<file path="config.mk">
export PLATFORM = sky130hd
export DESIGN_NAME = eth_pwr_seq
export DESIGN_NICKNAME = d
export VERILOG_FILES = /design/src/rtl/eth_pwr_pkg.sv /design/src/rtl/eth_pwr_steps.sv /design/src/rtl/eth_pwr_timer.sv /design/src/rtl/eth_pwr_seq.sv
export SDC_FILE = /design/constraint.sdc
export NUM_CORES = 1
export LEC_CHECK = 0
export BUFFER_PORTS_ARGS = -buffer_cell sky130_fd_sc_hd__buf_2
export CORE_MARGIN = 1.5
export CORE_UTILIZATION = 55
export CTS_CLUSTER_DIAMETER = 80
export DETAILED_ROUTE_END_ITERATION = 10
export PLACE_DENSITY = 0.86
export SETUP_SLACK_MARGIN = 0.02
export SYNTH_ARGS = -nofsm -noshare
export SYNTH_HDL_FRONTEND = slang
export SYNTH_HIERARCHICAL = 1
export SYNTH_SLANG_ARGS = --single-unit
</file>
<file path="constraint.sdc">
create_clock -name clk -period 4.4 [get_ports clk]
set_input_delay 1.32 -clock clk [delete_from_list [all_inputs] [get_ports clk]]
set_output_delay 1.32 -clock clk [all_outputs]
set_load 0.1 [all_outputs]
</file>
<file path="src/rtl/eth_pwr_pkg.sv">
package eth_pwr_pkg;

    parameter int unsigned STEP_IDX_W = 3;

    typedef enum logic [2:0] {
        ST_IDLE,
        ST_READ,
        ST_CAPTURE,
        ST_WRITE,
        ST_FINISH
    } seq_state_t;

    typedef enum logic {
        DIR_SLEEP,
        DIR_WAKE
    } seq_dir_t;

    typedef enum logic {
        OP_MODIFY,
        OP_POLL
    } op_kind_t;

endpackage

</file>
<file path="src/rtl/eth_pwr_steps.sv">
module eth_pwr_steps
    import eth_pwr_pkg::*;
#(
    parameter int unsigned AW = 8,
    parameter int unsigned DW = 16,
    parameter logic [AW-1:0] A_CRYPTO = 'h30,
    parameter logic [AW-1:0] A_CTRL   = 'h31,
    parameter logic [AW-1:0] A_STAT   = 'h32,
    parameter logic [AW-1:0] A_PHY    = 'h50,
    parameter logic [AW-1:0] A_CORE   = 'h33,
    parameter int unsigned B_CRYPTO = 2,
    parameter int unsigned B_RXEN   = 0,
    parameter int unsigned B_TXREQ  = 1,
    parameter int unsigned B_RXBUSY = 4,
    parameter int unsigned B_SLEEP  = 9,
    parameter int unsigned B_CORE   = 7,
    parameter int unsigned B_LED    = 6
) (
    input  seq_dir_t              dir,
    input  logic [STEP_IDX_W-1:0] idx,
    output op_kind_t              kind,
    output logic [AW-1:0]         addr,
    output logic [DW-1:0]         mask,
    output logic                  set_bits,
    output logic                  last
);

    localparam logic [DW-1:0] ONE      = {{(DW-1){1'b0}}, 1'b1};
    localparam logic [DW-1:0] M_CRYPTO = ONE << B_CRYPTO;
    localparam logic [DW-1:0] M_RXEN   = ONE << B_RXEN;
    localparam logic [DW-1:0] M_TXREQ  = ONE << B_TXREQ;
    localparam logic [DW-1:0] M_RXBUSY = ONE << B_RXBUSY;
    localparam logic [DW-1:0] M_SLEEP  = ONE << B_SLEEP;
    localparam logic [DW-1:0] M_POWER  = (ONE << B_CORE) | (ONE << B_LED);

    always_comb begin
        kind     = OP_MODIFY;
        addr     = A_CORE;
        mask     = '0;
        set_bits = 1'b0;
        last     = 1'b1;
        if (dir == DIR_SLEEP) begin
            unique case (idx)
                3'd0: begin addr = A_CRYPTO; mask = M_CRYPTO; last = 1'b0; end
                3'd1: begin addr = A_CTRL;   mask = M_RXEN;   last = 1'b0; end
                3'd2: begin kind = OP_POLL; addr = A_STAT; mask = M_RXBUSY; last = 1'b0; end
                3'd3: begin kind = OP_POLL; addr = A_CTRL; mask = M_TXREQ;  last = 1'b0; end
                3'd4: begin addr = A_PHY; mask = M_SLEEP; set_bits = 1'b1; last = 1'b0; end
                3'd5: begin addr = A_CORE; mask = M_POWER; end
                default: begin addr = A_CORE; mask = '0; end
            endcase
        end else begin
            unique case (idx)
                3'd0: begin addr = A_CORE; mask = M_POWER; set_bits = 1'b1; last = 1'b0; end
                3'd1: begin addr = A_PHY;  mask = M_SLEEP; last = 1'b0; end
                3'd2: begin addr = A_CTRL; mask = M_RXEN;  set_bits = 1'b1; end
                default: begin addr = A_CORE; mask = '0; end
            endcase
        end
    end

endmodule

</file>
<file path="src/rtl/eth_pwr_timer.sv">
module eth_pwr_timer #(
    parameter int unsigned TO_W = 16
) (
    input  logic            clk,
    input  logic            rst_n,
    input  logic            clear,
    input  logic            bump,
    input  logic [TO_W-1:0] limit,
    output logic            at_limit
);

    logic [TO_W-1:0] cnt_q;

    always_ff @(posedge clk or negedge rst_n) begin
        if (!rst_n) begin
            cnt_q <= '0;
        end else if (clear) begin
            cnt_q <= '0;
        end else if (bump) begin
            cnt_q <= cnt_q + 1'b1;
        end
    end

    // True when one more busy read would reach the limit (limit 0 acts as 1).
    assign at_limit = ({1'b0, cnt_q} + 1'b1) >= {1'b0, limit};

endmodule

</file>
<file path="src/rtl/eth_pwr_seq.sv">
module eth_pwr_seq
    import eth_pwr_pkg::*;
#(
    parameter int unsigned AW   = 8,
    parameter int unsigned DW   = 16,
    parameter int unsigned TO_W = 16,
    parameter logic [AW-1:0] A_CRYPTO = 'h30,
    parameter logic [AW-1:0] A_CTRL   = 'h31,
    parameter logic [AW-1:0] A_STAT   = 'h32,
    parameter logic [AW-1:0] A_PHY    = 'h50,
    parameter logic [AW-1:0] A_CORE   = 'h33,
    parameter int unsigned B_CRYPTO = 2,
    parameter int unsigned B_RXEN   = 0,
    parameter int unsigned B_TXREQ  = 1,
    parameter int unsigned B_RXBUSY = 4,
    parameter int unsigned B_SLEEP  = 9,
    parameter int unsigned B_CORE   = 7,
    parameter int unsigned B_LED    = 6
) (
    input  logic            clk,
    input  logic            rst_n,
    input  logic            sleep_req,
    input  logic            wake_req,
    input  logic [TO_W-1:0] poll_limit,
    output logic [AW-1:0]   bus_addr,
    output logic [DW-1:0]   bus_wdata,
    output logic            bus_we,
    output logic            bus_re,
    input  logic [DW-1:0]   bus_rdata,
    output logic            busy,
    output logic            asleep,
    output logic            done,
    output logic            error,
    output logic            reconfig_needed
);

    seq_state_t            state_q, state_nx;
    seq_dir_t              dir_q;
    logic [STEP_IDX_W-1:0] idx_q;
    logic [DW-1:0]         shadow_q;
    logic                  asleep_q, error_q, reconfig_q;

    op_kind_t              st_kind;
    logic [AW-1:0]         st_addr;
    logic [DW-1:0]         st_mask;
    logic                  st_set, st_last;

    logic accept_sleep, accept_wake, step_adv, poll_fail, poll_again, tmr_at_limit;

    eth_pwr_steps #(
        .AW(AW), .DW(DW),
        .A_CRYPTO(A_CRYPTO), .A_CTRL(A_CTRL), .A_STAT(A_STAT), .A_PHY(A_PHY), .A_CORE(A_CORE),
        .B_CRYPTO(B_CRYPTO), .B_RXEN(B_RXEN), .B_TXREQ(B_TXREQ), .B_RXBUSY(B_RXBUSY),
        .B_SLEEP(B_SLEEP), .B_CORE(B_CORE), .B_LED(B_LED)
    ) u_steps (
        .dir      (dir_q),
        .idx      (idx_q),
        .kind     (st_kind),
        .addr     (st_addr),
        .mask     (st_mask),
        .set_bits (st_set),
        .last     (st_last)
    );

    eth_pwr_timer #(.TO_W(TO_W)) u_timer (
        .clk      (clk),
        .rst_n    (rst_n),
        .clear    (step_adv | accept_sleep | accept_wake),
        .bump     (poll_again),
        .limit    (poll_limit),
        .at_limit (tmr_at_limit)
    );

    // Next-state and step control.
    always_comb begin
        state_nx     = state_q;
        accept_sleep = 1'b0;
        accept_wake  = 1'b0;
        step_adv     = 1'b0;
        poll_fail    = 1'b0;
        poll_again   = 1'b0;
        unique case (state_q)
            ST_IDLE: begin
                if (sleep_req && !asleep_q) begin
                    accept_sleep = 1'b1;
                    state_nx     = ST_READ;
                end else if (wake_req && asleep_q) begin
                    accept_wake = 1'b1;
                    state_nx    = ST_READ;
                end
            end
            ST_READ: state_nx = ST_CAPTURE;
            ST_CAPTURE: begin
                if (st_kind == OP_POLL) begin
                    if ((bus_rdata & st_mask) == '0) begin
                        step_adv = 1'b1;
                    end else if (tmr_at_limit) begin
                        poll_fail = 1'b1;
                        state_nx  = ST_IDLE;
                    end else begin
                        poll_again = 1'b1;
                        state_nx   = ST_READ;
                    end
                end else begin
                    state_nx = ST_WRITE;
                end
            end
            ST_WRITE:  step_adv = 1'b1;
            ST_FINISH: state_nx = ST_IDLE;
            default:   state_nx = ST_IDLE;
        endcase
        if (step_adv) begin
            state_nx = st_last ? ST_FINISH : ST_READ;
        end
    end

    // State register and sequence bookkeeping.
    always_ff @(posedge clk or negedge rst_n) begin
        if (!rst_n) begin
            state_q    <= ST_IDLE;
            dir_q      <= DIR_SLEEP;
            idx_q      <= '0;
            shadow_q   <= '0;
            asleep_q   <= 1'b0;
            error_q    <= 1'b0;
            reconfig_q <= 1'b0;
        end else begin
            state_q <= state_nx;
            if (accept_sleep) begin
                dir_q      <= DIR_SLEEP;
                idx_q      <= '0;
                error_q    <= 1'b0;
                reconfig_q <= 1'b0;
            end
            if (accept_wake) begin
                dir_q   <= DIR_WAKE;
                idx_q   <= '0;
                error_q <= 1'b0;
            end
            if (state_q == ST_CAPTURE && st_kind == OP_MODIFY) begin
                shadow_q <= bus_rdata;
            end
            if (step_adv && !st_last) begin
                idx_q <= idx_q + 1'b1;
            end
            if (poll_fail) begin
                error_q <= 1'b1;
            end
            if (state_q == ST_FINISH) begin
                if (dir_q == DIR_SLEEP) begin
                    asleep_q <= 1'b1;
                end else begin
                    asleep_q   <= 1'b0;
                    reconfig_q <= 1'b1;
                end
            end
        end
    end

    // Outputs.
    always_comb begin
        bus_re    = (state_q == ST_READ);
        bus_we    = (state_q == ST_WRITE);
        bus_addr  = (state_q == ST_IDLE || state_q == ST_FINISH) ? '0 : st_addr;
        bus_wdata = '0;
        if (state_q == ST_WRITE) begin
            bus_wdata = st_set ? (shadow_q | st_mask) : (shadow_q & ~st_mask);
        end
        busy            = (state_q != ST_IDLE);
        done            = (state_q == ST_FINISH);
        asleep          = asleep_q;
        error           = error_q;
        reconfig_needed = reconfig_q;
    end

endmodule

</file>
Yosys cells after proc, flatten, opt, wreduce, memory -nomap -nowiden
Cells that the tools add are included.
Word-level totals
  bits in registers: 42
  input port bits: 36
  output and inout bits: 31
Cells by class
  $add $sub $neg: 3
  magnitude comparators: 1
  eq/ne operators: 12
  multiplexer cells: 54
  bitwise operators: 7
  reductions and logical operators: 21
Operator list (count)
  $mux 16: 5
  $pmux 10 s6: 1
  $and 16x16->16: 2
  $mux 1: 32
  $pmux 10 s3: 1
  $pmux 7 s4: 1
  $mux 3: 9
  $add 16x1->17 const B: 1
  $ge 17x16->1: 1
  $add 16x1->16 const B: 1
  $logic_not 16->1: 1
  $mux 8: 2
  $not 16->16: 1
  $or 16x16->16: 1
  $pmux 7 s2: 1
  $eq 3x2->1 const B: 4
  $pmux 3 s4: 1
  $eq 3x3->1 const B: 3
  $reduce_bool 3->1: 3
  $ne 4x4->1 const B: 2
  $reduce_or 2->1: 4
  $eq 3x1->1 const B: 2
  $logic_not 3->1: 2
  $reduce_or 5->1: 1
  other kinds (10): 16

Depth between registers and ports, before layout
Gate-level depths: netlist of run 1.
  depth after elaboration: 11
  depth in mapped cells: 17
  mapped depth without buffers: 15

By module
The synthesis of run 1 kept the hierarchy.
Modules (own cells, without submodules)
  eth_pwr_seq: instances 1, cells each 144, area an instance 1536.5 um2
  eth_pwr_timer: instances 1, cells each 171, area an instance 1445.1 um2
  eth_pwr_steps: instances 1, cells each 48, area an instance 342.8 um2

Least setup slack after synthesis of run 1
OpenSTA, ideal clock, no wires.
  kind: reg2out
  from: register idx_q[1]
  to: output bus_wdata[4]
  arrival time: 2.888 ns
  data required time: 3.080 ns
  setup slack: 0.192 ns
  stages on the path, launching flop included: 7
  cell sequence: dfrtp_1 -> buf_6 -> or3b_1 -> a21oi_1 -> clkbuf_1 -> mux2i_1 -> nor2_1
RTL lines
  start, declared: line eth_pwr_seq.sv:39  | logic [STEP_IDX_W-1:0] idx_q;
  start signal, assigned: line eth_pwr_seq.sv:144  | idx_q <= idx_q + 1'b1;
  $eq 3x2->1 or $logic_not 3->1 (tied branches): line eth_pwr_steps.sv:53  | unique case (idx)
  $reduce_or 2->1 (no source line)
  $mux 1: line eth_pwr_steps.sv:53
  $mux 1 (*): line eth_pwr_steps.sv:42  | if (dir == DIR_SLEEP) begin
  via st_set: line eth_pwr_seq.sv:46  | logic st_set, st_last;
  $mux 16 (*): line eth_pwr_seq.sv:167  | bus_wdata = st_set ? (shadow_q | st_mask) : (shadow_q & ~st_mask);
  $mux 16 (*): line eth_pwr_seq.sv:166  | if (state_q == ST_WRITE) begin
  end, declared: line eth_pwr_seq.sv:26  | output logic [DW-1:0] bus_wdata,
The timed path passes the listed nets; every way through them passes the cells marked *.

Final worst setup path of run 1
  from: register u_timer.cnt_q[0]
  to: register u_timer.cnt_q[10]
On the way
  word-level cells in the longest chain between the ends: 7
RTL lines
  start, declared: line eth_pwr_timer.sv:12  | logic [TO_W-1:0] cnt_q;
  start signal, assigned: line eth_pwr_timer.sv:20  | cnt_q <= cnt_q + 1'b1;
  $add 16x1->17: line eth_pwr_timer.sv:25  | assign at_limit = ({1'b0, cnt_q} + 1'b1) >= {1'b0, limit};
  $ge 17x16->1: line eth_pwr_timer.sv:25
  via tmr_at_limit: line eth_pwr_seq.sv:48  | logic accept_sleep, accept_wake, step_adv, poll_fail, poll_again, tmr_at_limit;
  $mux 1: line eth_pwr_seq.sv:97  | end else if (tmr_at_limit) begin
  $mux 1: line eth_pwr_seq.sv:95  | if ((bus_rdata & st_mask) == '0) begin
  $mux 1: line eth_pwr_seq.sv:94  | if (st_kind == OP_POLL) begin
  $mux 1: line eth_pwr_seq.sv:82  | unique case (state_q)
  via poll_again: line eth_pwr_seq.sv:48
  $reduce_bool 2->1 (no source line)
The timed path passes the listed nets, and every way through them passes these cells. The select of a mux whose other input is x is not followed.
A chain may end at the register's enable or synchronous reset.

==> flow_summary.json, run 1 <==
{
  "netlist.area_leader.share_pct": 31.61,
  "gp_congestion": 0.9172,
  "critPathCaptureType": "register",
  "numPortBuffers": 63,
  "post_synth.cell_area_avg_um2": 9.158,
  "grt_max_degree": 43,
  "clkLatencyLatePin_ns": 0.30,
  "postCtsSetupBuffers": 0,
  "avgRoutedWirePerCell_um": 14.14,
  "violations": "max-slew violations",
  "totalWireLength_um": 6969,
  "dieArea_um2": 6520,
  "die_h_um": 80.75,
  "timing.rr.end": "u_timer/cnt_q[10]",
  "antennaDiodeCount": 0,
  "vias": 2695,
  "fmax_ghz": 0.2421,
  "finalSetupViolations": 0,
  "rows": 28,
  "cp_max_fo": 8,
  "synthCells": 363,
  "r2r-start": "u_timer/cnt_q[0]",
  "track_usage_pct": 22.64,
  "seq_area_frac_synth_pct": 31.61,
  "clockBufferDepth": 2,
  "irDropWorstVdd_uv": 455.0,
  "h-tree-depth": 2,
  "worstPathArrival_ns": 4.35,
  "grt_pass1_wl_um": 11570,
  "worst_pin_slew_ns": 1.804,
  "path_clk_slew_ns": 0.08,
  "fin_crit_ns": 4.130,
  "antenna_found_initial": 0,
  "synth_most_common_cell": "nor2_1",
  "nets": 471,
  "powerDensity_nw_per_um2": 617.0,
  "synth_common_cells": "46 x nor2_1, 42 x dfrtp_1, 24 x a21oi_1",
  "grt_pass1_vias": 2608,
  "layout-drive-gt1-share_pct": 27.03,
  "synth_top_cell_by_area": "dfrtp_1",
  "pre_cts_ws_ns": 0.1775,
  "ys_ff_latch": 42,
  "cts-root-buf": "clkbuf_8",
  "dp_hpwl_um": 5262,
  "r2r_slack_ns": 0.27,
  "synthTopCellsByArea": "dfrtp_1 32%, ha_1 6.8%, mux2_2 5.8%",
  "drt_drc_violations_left": 0,
  "fin_util_pct": 62.50,
  "reg2reg_depth": 15,
  "grt_util_met1_pct": 27.92,
  "busiest_layer": "met2",
  "synth_edf_count": 0,
  "cp-start-kind": "register",
  "synthFlopType": "dfrtp_1",
  "setup.worst_path.class": "reg -> reg",
  "critPathCapture": "u_timer/cnt_q[10]",
  "cts_sinks": 42,
  "numCtsBuffers": 5,
  "status": "complete, but fails checks",
  "cts_hold_buf": 0,
  "slew_violations": 3,
  "dr.pass1.iters": 4,
  "period_share_pct": 93.87,
  "timing.final.ws_setup_ns": 0.2698,
  "syn2layout_area_growth_pct": 10.65,
  "io_pins": 67,
  "startpoint": "u_timer/cnt_q[0]",
  "initial_core_util_pct": 56.48,
  "die_x_um": 80.75,
  "ys_async_sr_fraction_pct": 100.0,
  "dr.first_iter.drc_count": 137,
  "hold_viol": 0,
  "cts_tree": "done",
  "grt_use_met2_pct": 40.08,
  "p_leak_nw": 1.800,
  "ys_types": 58,
  "ant_nets": 0,
  "core_um2": 5886,
  "hold_path.class": "reg -> reg",
  "clock_skew_ns": 0.006068,
  "crit_required_ns": 4.62,
  "global_route.usage.met3_pct": 4.494,
  "grt-ovfl-total": 0,
  "slew_headroom_pct": -20.48,
  "synthesis.area_um2": 3324,
  "via_per_inst": 5.467,
  "cap_violations": 0,
  "yosysWarnings": 6
}
-- timing repair --
action                                 4_1_cts  5_1_grt
resized for setup                            0        6
setup endpoints to repair                    0        5
endpoints found under the hold margin        0        0
-- cells in the final DEF (no fill, tap or decap), types with 5 or more instances in the layout --
master    Yosys  routed
a21oi_1      24      24
a22o_1        5       5
buf_2         2      63
clkbuf_8      2       6
conb_1        2      13
dfrtp_1      42      40
ha_1         18      17
inv_1        22      22
mux2_2       17      17
mux2i_1      19      19
nand2_1      14      14
nand3_1      10      10
nand4_1       6       6
nor2_1       46      46
nor2b_1       9       9
o21ai_0       9       9
or3_1         6       6
xnor2_1       7       7
xor2_1       14      14
-- state kept, by name, summed over array words and instances, names as in the netlist --
register and flops:
u_timer/cnt_q 16, error 1, idx_q 3, reconfig_needed 1, dir_q 1, state_q 3
asleep 1, shadow_q 16
-- final cells by class --
| cell class | count | area (um2) |
|---|---|---|
| flip-flops and latches | 42 | 1054 |
| multi-input cells | 279 | 2008 |
| inverters | 22 | 82.58 |
| clock buffers | 6 | 82.58 |
| repair buffers | 67 | 345.3 |
| fillers | 515 | 2207 |
| well taps | 75 | 93.84 |
| clock inverters | 2 | 12.51 |
-- cells by family (layout without fill, tap and decap cells) --
logic type,after synthesis,count (layout),synth area share (%)
adder cells (fa/ha/maj),18,18,6.775
multiplexers,37,37,11.82
AND/OR/NAND/NOR,132,132,21.87
XOR/XNOR,21,21,5.533
AO/OA/AOI/OAI,58,58,12.42
buffers and inverters,53,97,9.748
other,2,13,0.2259
flip-flops,42,42,31.61
-- worst min-delay path by stage --
| stage | cells past startpoint | startpoint | slack (ns) | endpoint |
|---|---|---|---|---|
| floorplan | 1 | shadow_q[0] | 0.48 | shadow_q[0] |
| global placement | 1 | shadow_q[5] | 0.49 | shadow_q[5] |
| detailed placement | 1 | shadow_q[2] | 0.49 | shadow_q[2] |
| CTS | 1 | shadow_q[2] | 0.51 | shadow_q[2] |
| global route | 1 | shadow_q[10] | 0.53 | shadow_q[10] |
| finish | 1 | shadow_q[3] | 0.51 | shadow_q[3] |
-- metrics by stage --
| stage | hold slack [ns] | std cells | power (mW) | TNS (ns) | cell area (um2) |
|---|---|---|---|---|---|
| 2_1_floorplan | 0.4799 | 374 | 1.836 | 0 | 3366 |
| 3_3_place_gp | 0.4887 | 485 | 1.973 | 0 | 3563 |
| 3_5_place_dp | 0.4950 | 485 | 2.015 | 0 | 3563 |
| 4_1_cts | 0.5148 | 493 | 2.282 | 0 | 3659 |
| 5_1_grt | 0.5294 | 493 | 2.399 | -0.01287 | 3679 |
| 6_report | 0.5123 | 493 | 2.270 | 0 | 3679 |
-- worst max-delay path: stages, from the launching register on --
cell and delay, ns:
dfrtp_2 0.42, ha_2 0.24, nand3_2 0.08, or2_1 0.34, nor3_2 0.23, xor2_1 0.20, ha_1 0.27, nand4_1 0.12
nor2_1 0.06, a211o_1 0.26, a2111o_1 0.47, nor3_2 0.23, inv_1 0.11, or4_4 0.53, or3_1 0.33, a21oi_1 0.16
-- routing by layer --
metal / vias to the layer above / share of wire (%)
met1: 1277 / 44
li1: 1349 / -
met2: 60 / 50
met5: - / 0
met3: 9 / 4.4
met4: 0 / 1.1
-- power by group --
group          switching, mW  internal (mW)
registers              0.127          0.493
clock network          0.137          0.126
logic                   1.02          0.371
total                   1.28          0.990
No activity file was read; power rests on OpenSTA's default activity.
==> run 2: changes to the inputs <==
--- a/config.mk
+++ b/config.mk
@@ -10,6 +10,7 @@
 export CORE_UTILIZATION = 55
 export CTS_CLUSTER_DIAMETER = 80
 export DETAILED_ROUTE_END_ITERATION = 10
+export MAX_ROUTING_LAYER = met4
 export PLACE_DENSITY = 0.86
 export SETUP_SLACK_MARGIN = 0.02
 export SYNTH_ARGS = -nofsm -noshare
==> run 2 against run 1 <==
The run still ends with max-slew violations left. Core utilization unchanged. Register-to-register slack is essentially flat. Die area unchanged. Largest cell class unchanged. Highest routed layer unchanged.
==> flow_summary.json, run 2 (same netlist as run 1, synthesis figures left out) <==
{
  "status": "complete, but fails checks",
  "violations": "max-slew violations",
  "cp_slowest_cell": "or4_4",
  "ant_nets": 0,
  "worst_pin_slew_ns": 1.804,
  "pre_cts_ws_ns": 0.1775,
  "initial_core_util_pct": 56.48,
  "numPortBuffers": 63,
  "dp_hpwl_um": 5262,
  "vias": 2707,
  "cap_violations": 0,
  "dr.first_iter.drc_count": 130,
  "nets": 471,
  "cts-root-buf": "clkbuf_8",
  "totalWireLength_um": 7006,
  "r2r_slack_ns": 0.28,
  "grt_pass1_vias": 2603,
  "hold_viol": 0,
  "path_clk_slew_ns": 0.08,
  "dieArea_um2": 6520,
  "cts_tree": "done",
  "worstPathArrival_ns": 4.34,
  "io_pins": 67,
  "syn2layout_area_growth_pct": 10.65,
  "crit_top_cell": "nor3_2",
  "via_per_inst": 5.491,
  "core_um2": 5886,
  "powerDensity_nw_per_um2": 617.7,
  "cts_sinks": 42,
  "die_x_um": 80.75,
  "fin_crit_ns": 4.117,
  "antenna_found_initial": 0,
  "grt-ovfl-total": 0,
  "grt_max_degree": 43,
  "p_leak_nw": 1.800,
  "h-tree-depth": 2,
  "cp_max_fo": 8,
  "cts_hold_buf": 0,
  "layout_common_cells": "63 x buf_2, 46 x nor2_1, 40 x dfrtp_1",
  "track_usage_pct": 23.36,
  "gp_congestion": 0.9333,
  "setup.worst_path.class": "reg -> reg",
  "grt_pass1_wl_um": 11590,
  "finalSetupViolations": 0,
  "drt_drc_violations_left": 0,
  "cpPeakStageDelay_ns": 0.53,
  "rows": 28,
  "clockBufferDepth": 2,
  "path_cells": "ha_2 -> nand3_2 -> or2_1 -> nor3_2 -> xor2_1 -> ha_1 -> nand4_1 -> nor2_1 -> a211o_1 -> a2111o_1 -> nor3_2 -> inv_1 -> or4_4 -> or3_1 -> a21oi_1",
  "clkLatencyLatePin_ns": 0.30,
  "crit_required_ns": 4.62,
  "period_share_pct": 93.57,
  "clock_skew_ns": 0.006772,
  "hold_ws_ns": 0.5123,
  "layout_commonest_cell": "buf_2",
  "fmax_ghz": 0.2429,
  "dr.pass1.iters": 4,
  "slew_headroom_pct": -20.48,
  "layout-drive-gt1-share_pct": 27.03,
  "numCtsBuffers": 5,
  "avgRoutedWirePerCell_um": 14.21,
  "critPathCaptureType": "register",
  "slew_violations": 3,
  "irDropWorstVdd_uv": 456.7,
  "hold_path.class": "reg -> reg",
  "die_h_um": 80.75,
  "cp-start-kind": "register",
  "timing.final.ws_setup_ns": 0.2829,
  "antennaDiodeCount": 0,
  "top_regs": "shadow_q x16, u_timer/cnt_q x16"
}
run 2: cell counts in the layout (fill, tap and decap cells not counted):
Identical to the previous run, type by type.
run 2: worst max-delay path, delay by kind of cell (launching register included):
family                     cells  cell delay, ns
adders and majority gates      2            0.51
AOI/OAI and AO/OA              3            0.89
xor gates and xnor gates       1            0.19
buffers and inverters          1            0.11
and+or+nand+nor                8            1.92
DFF                            1            0.42
run 2: layout make-up:
| class | count | area [um2] |
|---|---|---|
| fill | 515 | 2207 |
| multi-input combinational | 279 | 2008 |
| sequential | 42 | 1054 |
| timing repair buffer | 67 | 345.3 |
| tap | 75 | 93.84 |
| clock buffer | 6 | 82.58 |
| inverter | 22 | 82.58 |
| clock inverter | 2 | 12.51 |
run 2: path summary, 6_finish.rpt:
kind,end,cells after the start,startpoint
hold / removal,error,1,error
setup / recovery,u_timer/cnt_q[10],15,u_timer/cnt_q[0]
setup reg to reg,u_timer/cnt_q[10],15,u_timer/cnt_q[0]
max in group asynchronous,u_timer/cnt_q[0],1,rst_n
hold reg to reg,error,1,error
min in group asynchronous,shadow_q[14],1,rst_n
run 2: where the power goes:
part           leakage [nW]  internal (mW)  total [mW]  switching, mW
clock network        0.0472          0.126       0.263          0.137
logic                  1.21          0.371        1.39           1.02
registers             0.541          0.493       0.620          0.128
total                  1.80          0.990        2.27           1.28
run 2: metrics by stage:
stage	utilization, %	power [mW]	instances	setup TNS, ns	cell area, um2
final	62.50	2.272	493	0	3679
after global routing	62.50	2.400	493	-0.01287	3679
after global placement	60.54	1.973	485	0	3563
after CTS	62.16	2.282	493	0	3659
after floorplan	-	1.836	374	0	3366
after detailed placement	60.54	2.015	485	0	3563
run 2: repair_timing:
| item | CTS | global route |
|---|---|---|
| gates resized for setup | 0 | 6 |
| setup buffers | 0 | 0 |
| endpoints found under the setup margin | 0 | 5 |
| endpoints found under the hold margin | 0 | 0 |
run 2: layer usage:
metal / wire length [um] / up-vias / global-route usage [%]
li1: - / 1351 / -
met1: 3174 / 1286 / 28.35
met3: 271 / 10 / 4.157
met2: 3480 / 60 / 40.00
met5: 0 / - / -
met4: 80 / 0 / 6.552
